<file path="config.mk">
export PLATFORM = sky130hd
export DESIGN_NAME = quad_ref_div
export DESIGN_NICKNAME = d
export VERILOG_FILES = /design/src/rtl/qdiv_pkg.sv /design/src/rtl/qdiv_prescaler.sv /design/src/rtl/qdiv_retime.sv /design/src/rtl/qdiv_ring.sv /design/src/rtl/quad_ref_div.sv
export SDC_FILE = /design/constraint.sdc
export NUM_CORES = 1
export LEC_CHECK = 0
export BUFFER_PORTS_ARGS = -buffer_cell sky130_fd_sc_hd__buf_4
export CELL_PAD_IN_SITES_DETAIL_PLACEMENT = 1
export CELL_PAD_IN_SITES_GLOBAL_PLACEMENT = 2
export CORE_MARGIN = 5
export CORE_UTILIZATION = 31
export CTS_CLUSTER_DIAMETER = 100
export CTS_CLUSTER_SIZE = 25
export DETAILED_ROUTE_END_ITERATION = 10
export PLACE_DENSITY_LB_ADDON = 0.1
export SLEW_MARGIN = 30
export SYNTH_ARGS = -nofsm -noshare
export SYNTH_HDL_FRONTEND = slang
export SYNTH_SLANG_ARGS = --single-unit
</file>
<file path="constraint.sdc">
create_clock -name clk -period 1.7 [get_ports clk]
set_input_delay 0.085 -clock clk [delete_from_list [all_inputs] [get_ports clk]]
set_output_delay 0.085 -clock clk [all_outputs]
set_load 0.05 [all_outputs]
</file>
<file path="src/rtl/qdiv_pkg.sv">
package qdiv_pkg;
  localparam int unsigned PRE_DIV_DEF = 32;
  localparam int unsigned RING_W_DEF  = 2;

  function automatic int unsigned cnt_width(input int unsigned div);
    return (div <= 2) ? 1 : $clog2(div);
  endfunction
endpackage

</file>
<file path="src/rtl/qdiv_prescaler.sv">
module qdiv_prescaler #(
  parameter int unsigned DIV = qdiv_pkg::PRE_DIV_DEF
) (
  input  logic clk,
  input  logic rst,
  input  logic adv,
  output logic sq_out
);
  localparam int unsigned CW   = qdiv_pkg::cnt_width(DIV);
  localparam logic [CW-1:0] LAST = CW'(DIV - 1);
  localparam logic [CW-1:0] HALF = CW'(DIV / 2);

  logic [CW-1:0] cnt;

  always_ff @(posedge clk) begin
    if (rst) begin
      cnt <= '0;
    end else if (adv) begin
      cnt <= (cnt == LAST) ? '0 : cnt + 1'b1;
    end
  end

  // High for the upper half of the count: 50% duty for even DIV.
  assign sq_out = (cnt >= HALF);
endmodule

</file>
<file path="src/rtl/qdiv_retime.sv">
module qdiv_retime (
  input  logic clk,
  input  logic rst,
  input  logic adv,
  input  logic sq_in,
  output logic rise
);
  logic sync_q;
  logic prev_q;

  always_ff @(posedge clk) begin
    if (rst) begin
      sync_q <= 1'b0;
      prev_q <= 1'b0;
    end else if (adv) begin
      sync_q <= sq_in;
      prev_q <= sync_q;
    end
  end

  assign rise = sync_q & ~prev_q;
endmodule

</file>
<file path="src/rtl/qdiv_ring.sv">
module qdiv_ring #(
  parameter int unsigned W = qdiv_pkg::RING_W_DEF
) (
  input  logic clk,
  input  logic rst,
  input  logic adv,
  input  logic step,
  output logic tap_lead,
  output logic tap_lag,
  output logic wrap
);
  localparam int unsigned LAG_BIT = (W / 2 > 0) ? W / 2 : 1;
  localparam logic [W-1:0] TAIL  = {1'b1, {(W-1){1'b0}}};

  logic [W-1:0] st;
  logic         wrap_q;

  always_ff @(posedge clk) begin
    if (rst) begin
      st     <= '0;
      wrap_q <= 1'b0;
    end else begin
      wrap_q <= adv & step & (st == TAIL);
      if (adv && step) begin
        st <= {st[W-2:0], ~st[W-1]};
      end
    end
  end

  assign tap_lead = st[0];
  assign tap_lag  = st[LAG_BIT];
  assign wrap     = wrap_q;
endmodule

</file>
<file path="src/rtl/quad_ref_div.sv">
module quad_ref_div #(
  parameter int unsigned PRE_DIV = qdiv_pkg::PRE_DIV_DEF,
  parameter int unsigned RING_W  = qdiv_pkg::RING_W_DEF
) (
  input  logic clk,
  input  logic rst,
  input  logic run_en,
  output logic phase_i,
  output logic phase_q,
  output logic wrap_stb
);
  logic pre_sq;
  logic step;

  qdiv_prescaler #(.DIV(PRE_DIV)) u_pre (
    .clk(clk), .rst(rst), .adv(run_en), .sq_out(pre_sq)
  );

  qdiv_retime u_rt (
    .clk(clk), .rst(rst), .adv(run_en), .sq_in(pre_sq), .rise(step)
  );

  qdiv_ring #(.W(RING_W)) u_ring (
    .clk(clk), .rst(rst), .adv(run_en), .step(step),
    .tap_lead(phase_i), .tap_lag(phase_q), .wrap(wrap_stb)
  );
endmodule

</file>
# Word level (Yosys, flattened, before mapping)
# Cells that the tools add are included.
# W data, S select, Z words.
[word_totals]
ff_bits = 10
latch_bits = 0
ram_bits = 0
mem_bits_ro = 0
in_bits = 3
output_inout_bits = 3
word_cells = 16
mem_count = 0
[classes]
n_addsub = 1
mul = 0
div_mod_pow = 0
n_lt_le_gt_ge = 1
eq_ne = 2
shifts = 0
n_mux = 1
bitwise_logic = 5
reduce_logical = 1
[op_table]
columns = ["cell", "count"]
rows = [
  ["$add A5 B1 Y5 const B", 1],
  ["$eq A5 B5 Y1 const B", 1],
  ["$ge A5 B5 Y1 const B", 1],
  ["$mux W5", 1],
  ["$and A1 B1 Y1", 3],
  ["$eq A2 B2 Y1 const B", 1],
  ["$not A1 Y1", 2],
  ["$logic_and A1 B1 Y1", 1],
]

# Logic depth before layout (Yosys ltp)
# Gate-level depths: netlist of run 1.
[logic_depth]
ltp_word = 4
ltp_mapped = 6
mapped_depth_nobuf = 6

# Modules after synthesis
# Synthesis of run 1 repeated with hierarchy kept, for this count alone.
[hier_totals]
cells_unflattened = 47
area_unflattened_um2 = 440.4
[modules_own_cells]
columns = ["mod", "n_inst", "cells_per_inst", "area_each_um2", "seq_area_each_um2"]
rows = [
  ["qdiv_prescaler", 1, 30, 257.7, 100.1],
  ["qdiv_ring", 1, 10, 108.9, 60.1],
  ["qdiv_retime", 1, 7, 73.8, 40.0],
]

# Least setup slack after synthesis of run 1
# OpenSTA, ideal clock, no wires.
[synth_path]
path_kind = "register to register"
from = "reg u_pre.cnt[0]"
to = "reg u_pre.cnt[3]"
setup_time_ns = 0.071
arrival_time_ns = 1.490
required_time_ns = 1.629
path_slack_ns = 0.139
stages_incl_launch_ff = 6
path_buffers = 0
period_less_slack_ns = 1.561
path_cell_list = "dfxtp_1 > ha_1 > and3_1 > ha_1 > or4_1 > a21oi_1"
[synth_via]
elab_chain_len = 2
elab_cells_between_ends = 3
classes_between = "add/sub (1); eq/ne (1); mux (1)"
[synth_lines]
columns = ["item", "line", "source"]
rows = [
  ["start: declaration", "qdiv_prescaler.sv:13", "logic [CW-1:0] cnt;"],
  ["start signal: assignment", "qdiv_prescaler.sv:19", "cnt <= (cnt == LAST) ? '0 : cnt + 1'b1;"],
  ["$add A5 B1 Y5 / $eq A5 B5 Y1 (equally long branches)", "qdiv_prescaler.sv:19", ""],
  ["$mux W5 (*)", "qdiv_prescaler.sv:19", ""],
]
# Mark *: on every way between the ends. The rest lies on a longest branch, timed or not.
# A chain may end at the register's enable or synchronous reset.

# Worst setup path in the final report of run 1
# Ends and elaborated chain as after synthesis.

==> results of run 1 <==
## routing by layer
layer	up-vias	routed length [um]	GRT usage [%]
met2	5	473	16.6
met3	2	37	2.26
li1	175	-	-
met1	166	372	10.2
met4	0	9	8.06
met5	-	0	0
## layout make-up
type	instances	area share, %
Clock buffer	4	6.82
Inverter	3	2.12
Tap cell	15	3.53
Timing Repair Buffer	7	9.88
Sequential cell	10	37.6
Multi-Input combinational cell	31	40.0
## report_power, final
| part | switching [W] | total, W | internal [W] |
|---|---|---|---|
| sequential | 0.00000378 | 0.000242 | 0.000238 |
| clock | 0.0000828 | 0.000213 | 0.000130 |
| combinational | 0.0000150 | 0.0000278 | 0.0000128 |
## synthesized netlist by cell type (all sizes together)
library cell	count	share of area [%]
a21oi	4	4.6
a31oi	1	1.4
and3	1	1.4
buf	1	2.6
clkbuf	1	0.85
dfxtp	10	46
ha	3	8.5
inv	3	2.6
mux2i	5	11
nand2	1	0.85
nand3	1	1.1
nand3b	1	1.7
nor2	7	6.0
nor3b	1	1.7
nor4b	1	2.0
nor4bb	1	2.3
o21ai	2	2.3
or2	1	1.4
or4	1	1.7
## cell families after synthesis
group                      after synthesis  synth area share, %
AOI/OAI and AO/OA                        7                 8.26
muxes                                    5                 11.4
adders and majority gates                3                 8.55
DFF                                     10                 45.6
and+or+nand+nor                         16                 20.2
buffers and inverters                    5                 5.98
## sequential cells by signal, indices dropped and copies added (netlist names)
signal,count
u_rt.sync_q,1
u_rt.prev_q,1
u_ring.st,2
u_pre.cnt,5
u_ring.wrap,1
## how the worst max path moves through the flow
stage | depth (start not counted) | endpoint | start | slack, ps
2_1_floorplan | 5 | u_pre.cnt[3] | u_pre.cnt[0] | 140
3_3_place_gp | 5 | u_pre.cnt[3] | u_pre.cnt[0] | 110
3_5_place_dp | 5 | u_pre.cnt[3] | u_pre.cnt[0] | 60
4_1_cts | 5 | u_pre.cnt[3] | u_pre.cnt[0] | 50
5_1_grt | 5 | u_pre.cnt[3] | u_pre.cnt[0] | 0.3
6_report | 5 | u_pre.cnt[3] | u_pre.cnt[0] | 60
## worst register-to-register path: cells and delay by family (launching register included)
kind / cells / cell delay [ps]
adders and majority gates: 2 / 440
AOI/OAI and AO/OA: 1 / 120
DFF: 1 / 360
and+or+nand+nor: 2 / 660
## cells in the final DEF (no fill, tap or decap), drive strengths merged
| cell | n |
|---|---|
| inv | 3 |
| nand3 | 1 |
| nor4b | 1 |
| nand2 | 1 |
| o21ai | 2 |
| buf | 7 |
| nor3b | 1 |
| or4 | 1 |
| or2 | 1 |
| nor2 | 7 |
| a21oi | 4 |
| nand3b | 1 |
| clkbuf | 4 |
| and3 | 1 |
| mux2i | 5 |
| ha | 3 |
| a31oi | 1 |
| dfxtp | 10 |
| nor4bb | 1 |
## metrics by stage
stage | power, W | utilization, % | hold WS [ps]
final | 0.000482 | 40.4 | 61.4
after global routing | 0.000507 | 40.4 | 55.6
after CTS | 0.000490 | 40.4 | 60.5
after detailed placement | 0.000276 | 37.6 | 343
after global placement | 0.000273 | 37.6 | 330
after floorplan | 0.000267 | - | 364
==> flow_metrics.py, run 1 <==
metrics = {
    "power": {
        "ir_drop_uv": 500,
        "p_leak_nw": 0.240,
        "power-per-cell-area_mw_per_mm2": 907,
    },
    "global_routing": {
        "overflow": 0,
        "grtUsageTotal_pct": 9.78,
        "antenna_found_initial": 0,
        "grt_max_degree": 11,
        "grt_pass1_wl_um": 1480,
        "grt_pass1_vias": 371,
    },
    "synth": {
        "syn-num-nets": 52,
        "yosys_warnings": 0,
        "ys_ff_latch": 10,
        "yosysUniqueCellTypes": 20,
        "yosysSeqAreaShare_pct": 45.6,
        "syn_avg_cell_area_um2": 9.55,
        "netlist_area_um2": 439,
        "syn_inst": 46,
    },
    "worst_setup_path": {
        "required_ps": 1900,
        "max_stage_delay_ps": 470,
        "path_buf_inv": 0,
        "cp-end-kind": "register",
        "r2r-end": "u_pre.cnt[3]",
        "arrival_ps": 1840,
        "startpoint_type": "register",
        "critPathTopFamily": "simple AND/OR/NAND/NOR gates",
        "r2r_start": "u_pre.cnt[0]",
        "worst-setup-path-type": "register to register",
        "worstRegToRegCells": 5,
        "cpMostUsedCell": "ha_1",
        "path_cells": "ha_1 -> and3_1 -> ha_1 -> or4_1 -> a21oi_1",
        "ff2ff_setup_slack_ps": 60,
        "slowest_stage": "or4_1",
        "crit_fanout": 6,
    },
    "final_layout": {
        "stdcell_count": 70,
        "multi_input_area_um2": 213,
        "area_growth_pct": 21.1,
        "drive_gt1_share_pct": 23.6,
        "fin_area_um2": 532,
        "final_nets": 62,
        "regArea_um2": 200,
        "antennaDiodeCount": 0,
        "fill_cells": 162,
    },
    "sta": {
        "skew_ps": 2.65,
        "finalMaxSlewViolations": 0,
        "setup_viol": 0,
        "final-hold-violation-count": 0,
        "slew-limit-headroom_pct": 84.1,
        "clock.fmax_mhz": 611,
        "period_share_pct": 96.3,
        "fin_setup_tns_ps": 0,
        "rsz0062_at_grt": "false",
        "tightest_slew_ps": 235,
        "final.min_clock_period_ps": 1640,
        "setup_ws_ps": 63.2,
    },
    "clocking": {
        "cts_setup_buffers": 0,
        "postCtsHoldBufs": 0,
        "path_clk_slew_ps": 70,
        "cts-root-buf": "clkbuf_4",
        "cts_tree": "built",
        "ctsResizeCount": 0,
        "cts_buffers": 3,
        "h-tree-depth": 1,
        "cts.path.max_buffers": 2,
        "cts.sinks": 10,
        "clk_latency_ps": 260,
    },
    "route": {
        "first_pass_iters": 4,
        "wl_per_cell_um": 12.7,
        "antenna_left": 0,
        "drt-initial-drc-count": 2,
        "routed_wl_um": 892,
        "vias": 348,
        "drc_errors": 0,
        "routed_via_density": 4.97,
    },
    "hold_path": {
        "hold_depth": 2,
        "hold-path-endpoint": "u_pre.cnt[3]",
        "min_from": "rst",
        "hold_path_class": "primary input to register",
    },
    "placed_design": {
        "dpl.hpwl_um": 682,
        "dp.cells": 66,
        "dpl_cell_area_um2": 495,
        "place_ws_ps": 63.3,
        "port_buffers": 5,
        "place_congestion": 0.724,
    },
    "run": {
        "maxCapViolations": 0,
    },
    "floorplan": {
        "row_count": 13,
        "die_area_mm2": 0.00227,
        "top_level_ports": 6,
        "core_mm2": 0.00132,
        "start_util_pct": 33.3,
        "die_y_um": 47.6,
        "die_w_um": 47.6,
    },
    "status": {
        "status": "finished, final reports clean",
    },
}
Power figures use the tool's default switching activity.
==> run 2: changes to the inputs <==
HOLD_SLACK_MARGIN = 0.08   (was not set)
==> run 2 against run 1 <==
Net effect:
- clock-buffer cell count stayed put
- largest cell class unchanged
- sequential power hardly changed
- via count is 1.1% higher
- fmax is 0.13% lower
- register-to-register slack hardly changed
- combinational power is 6% higher
- global-route usage is 0.15 points higher
==> flow_metrics.py, run 2 (same netlist as run 1, synthesis figures left out) <==
metrics = {
    "status": {
        "status": "finished, final reports clean",
    },
    "floorplan": {
        "die_w_um": 47.6,
        "top_level_ports": 6,
        "start_util_pct": 33.3,
        "die_area_mm2": 0.00227,
        "row_count": 13,
        "core_mm2": 0.00132,
        "die_y_um": 47.6,
    },
    "sta": {
        "clock.fmax_mhz": 610,
        "period_share_pct": 96.4,
        "final.min_clock_period_ps": 1640,
        "rsz0062_at_grt": "false",
        "finalMaxSlewViolations": 0,
        "slew-limit-headroom_pct": 84.1,
        "final-hold-violation-count": 0,
        "setup_viol": 0,
        "skew_ps": 2.99,
        "fin_setup_tns_ps": 0,
        "tightest_slew_ps": 235,
    },
    "run": {
        "maxCapViolations": 0,
    },
    "route": {
        "routed_via_density": 4.96,
        "vias": 352,
        "drt-initial-drc-count": 2,
        "first_pass_iters": 2,
        "antenna_left": 0,
        "drc_errors": 0,
        "wl_per_cell_um": 12.7,
        "routed_wl_um": 899,
    },
    "hold_path": {
        "hold_path_class": "primary input to register",
        "min_from": "run_en",
    },
    "worst_setup_path": {
        "required_ps": 1900,
        "cpMostUsedCell": "ha_1",
        "ff2ff_setup_slack_ps": 60,
        "crit_path_start": "u_pre.cnt[0]",
        "worst-setup-path-type": "register to register",
        "path_cells": "ha_1 -> and3_1 -> ha_1 -> or4_1 -> a21oi_1",
        "worst_setup_path_endpoint": "u_pre.cnt[3]",
        "r2r_start": "u_pre.cnt[0]",
        "critPathTopFamily": "simple AND/OR/NAND/NOR gates",
        "crit_fanout": 6,
        "worstRegToRegCells": 5,
        "cp-end-kind": "register",
        "worst-path-stages": 5,
        "max_stage_delay_ps": 470,
        "r2r-end": "u_pre.cnt[3]",
        "startpoint_type": "register",
        "path_buf_inv": 0,
        "arrival_ps": 1840,
        "slowest_stage": "or4_1",
    },
    "final_layout": {
        "area_growth_pct": 23.4,
        "layout_common_cells": "dfxtp_1 (10), nor2_1 (7), buf_4 (7), mux2i_1 (5), a21oi_1 (4)",
        "fin_area_um2": 542,
        "final_nets": 63,
        "drive_gt1_share_pct": 23.2,
        "antennaDiodeCount": 0,
        "largest_reg_flops": 5,
        "fill_cells": 162,
        "top_register": "u_pre.cnt",
        "final_common_cell": "dfxtp_1",
        "top_regs": "u_pre.cnt: 5 flops, u_ring.st: 2 flops",
    },
    "clocking": {
        "ctsResizeCount": 0,
        "h-tree-depth": 1,
        "cts_tree": "built",
        "cts.path.max_buffers": 2,
        "path_clk_slew_ps": 70,
        "cts-root-buf": "clkbuf_4",
        "clk_latency_ps": 260,
        "cts_setup_buffers": 0,
        "postCtsHoldBufs": 1,
        "cts.sinks": 10,
        "cts_buffers": 3,
    },
    "global_routing": {
        "grt_max_degree": 11,
        "grt_pass1_wl_um": 1520,
        "grt_use_met3_pct": 2.26,
        "top_usage_layer": "met2",
        "overflow": 0,
        "grt_pass1_vias": 378,
        "grt_use_met2_pct": 17.1,
        "grtUsageTotal_pct": 9.93,
        "met1_usage_pct": 10.2,
        "antenna_found_initial": 0,
    },
    "placed_design": {
        "place_congestion": 0.724,
        "dpl_cell_area_um2": 495,
        "dpl.hpwl_um": 682,
        "port_buffers": 5,
    },
    "power": {
        "ir_drop_uv": 501,
        "p_leak_nw": 0.244,
        "power-per-cell-area_mw_per_mm2": 895,
    },
}
run 2: cell count changes in the layout (fill, tap and decap cells not counted):
cell	before	now
dlygate4sd3_1	0	1
run 2: cell type report:
cell class | instances | area, um2 | share of cell area (%)
Clock buffer | 4 | 36.3 | 6.70
Tap cell | 15 | 18.8 | 3.46
Sequential cell | 10 | 200 | 37.0
Inverter | 3 | 11.3 | 2.08
Multi-Input combinational cell | 31 | 213 | 39.3
Timing Repair Buffer | 8 | 62.6 | 11.5
run 2: tightest hold or removal path: cells and delay by family:
| family | cells | cell delay [ps] |
|---|---|---|
| buffers and inverters | 1 | 150 |
| muxes | 1 | 90 |
| and+or+nand+nor | 1 | 70 |
run 2: per-layer routing:
metal  vias up  part of all wire [%]
li1        176                     -
met1       169                    40
met2         5                    55
met3         2                   4.0
met4         0                   1.0
met5         -                     0
run 2: how the worst min path moves through the flow:
stage               depth (start not counted)  slack [ps]            to
floorplan                                   3         360   u_rt.prev_q
global placement                            2         330  u_ring.st[0]
detailed placement                          2         340  u_pre.cnt[3]
CTS                                         3         170   u_rt.prev_q
global route                                3         180   u_rt.prev_q
finish                                      3         170   u_rt.prev_q
run 2: report_power, final:
group	switching (W)	internal (W)
registers	0.00000378	0.000238
logic	0.0000153	0.0000143
clock network	0.0000833	0.000130
total	0.000102	0.000382
run 2: metrics by stage:
stage / setup WS, ps / hold WS [ps] / utilization [%] / std cells / total power [W]
after detailed placement: 63.3 / 343 / 37.6 / 66 / 0.000276
after floorplan: 139 / 364 / - / 46 / 0.000267
after global placement: 111 / 330 / 37.6 / 66 / 0.000273
final: 61.1 / 169 / 41.1 / 71 / 0.000485
after global routing: 0.278 / 182 / 41.1 / 71 / 0.000509
after CTS: 45.7 / 168 / 41.1 / 71 / 0.000492
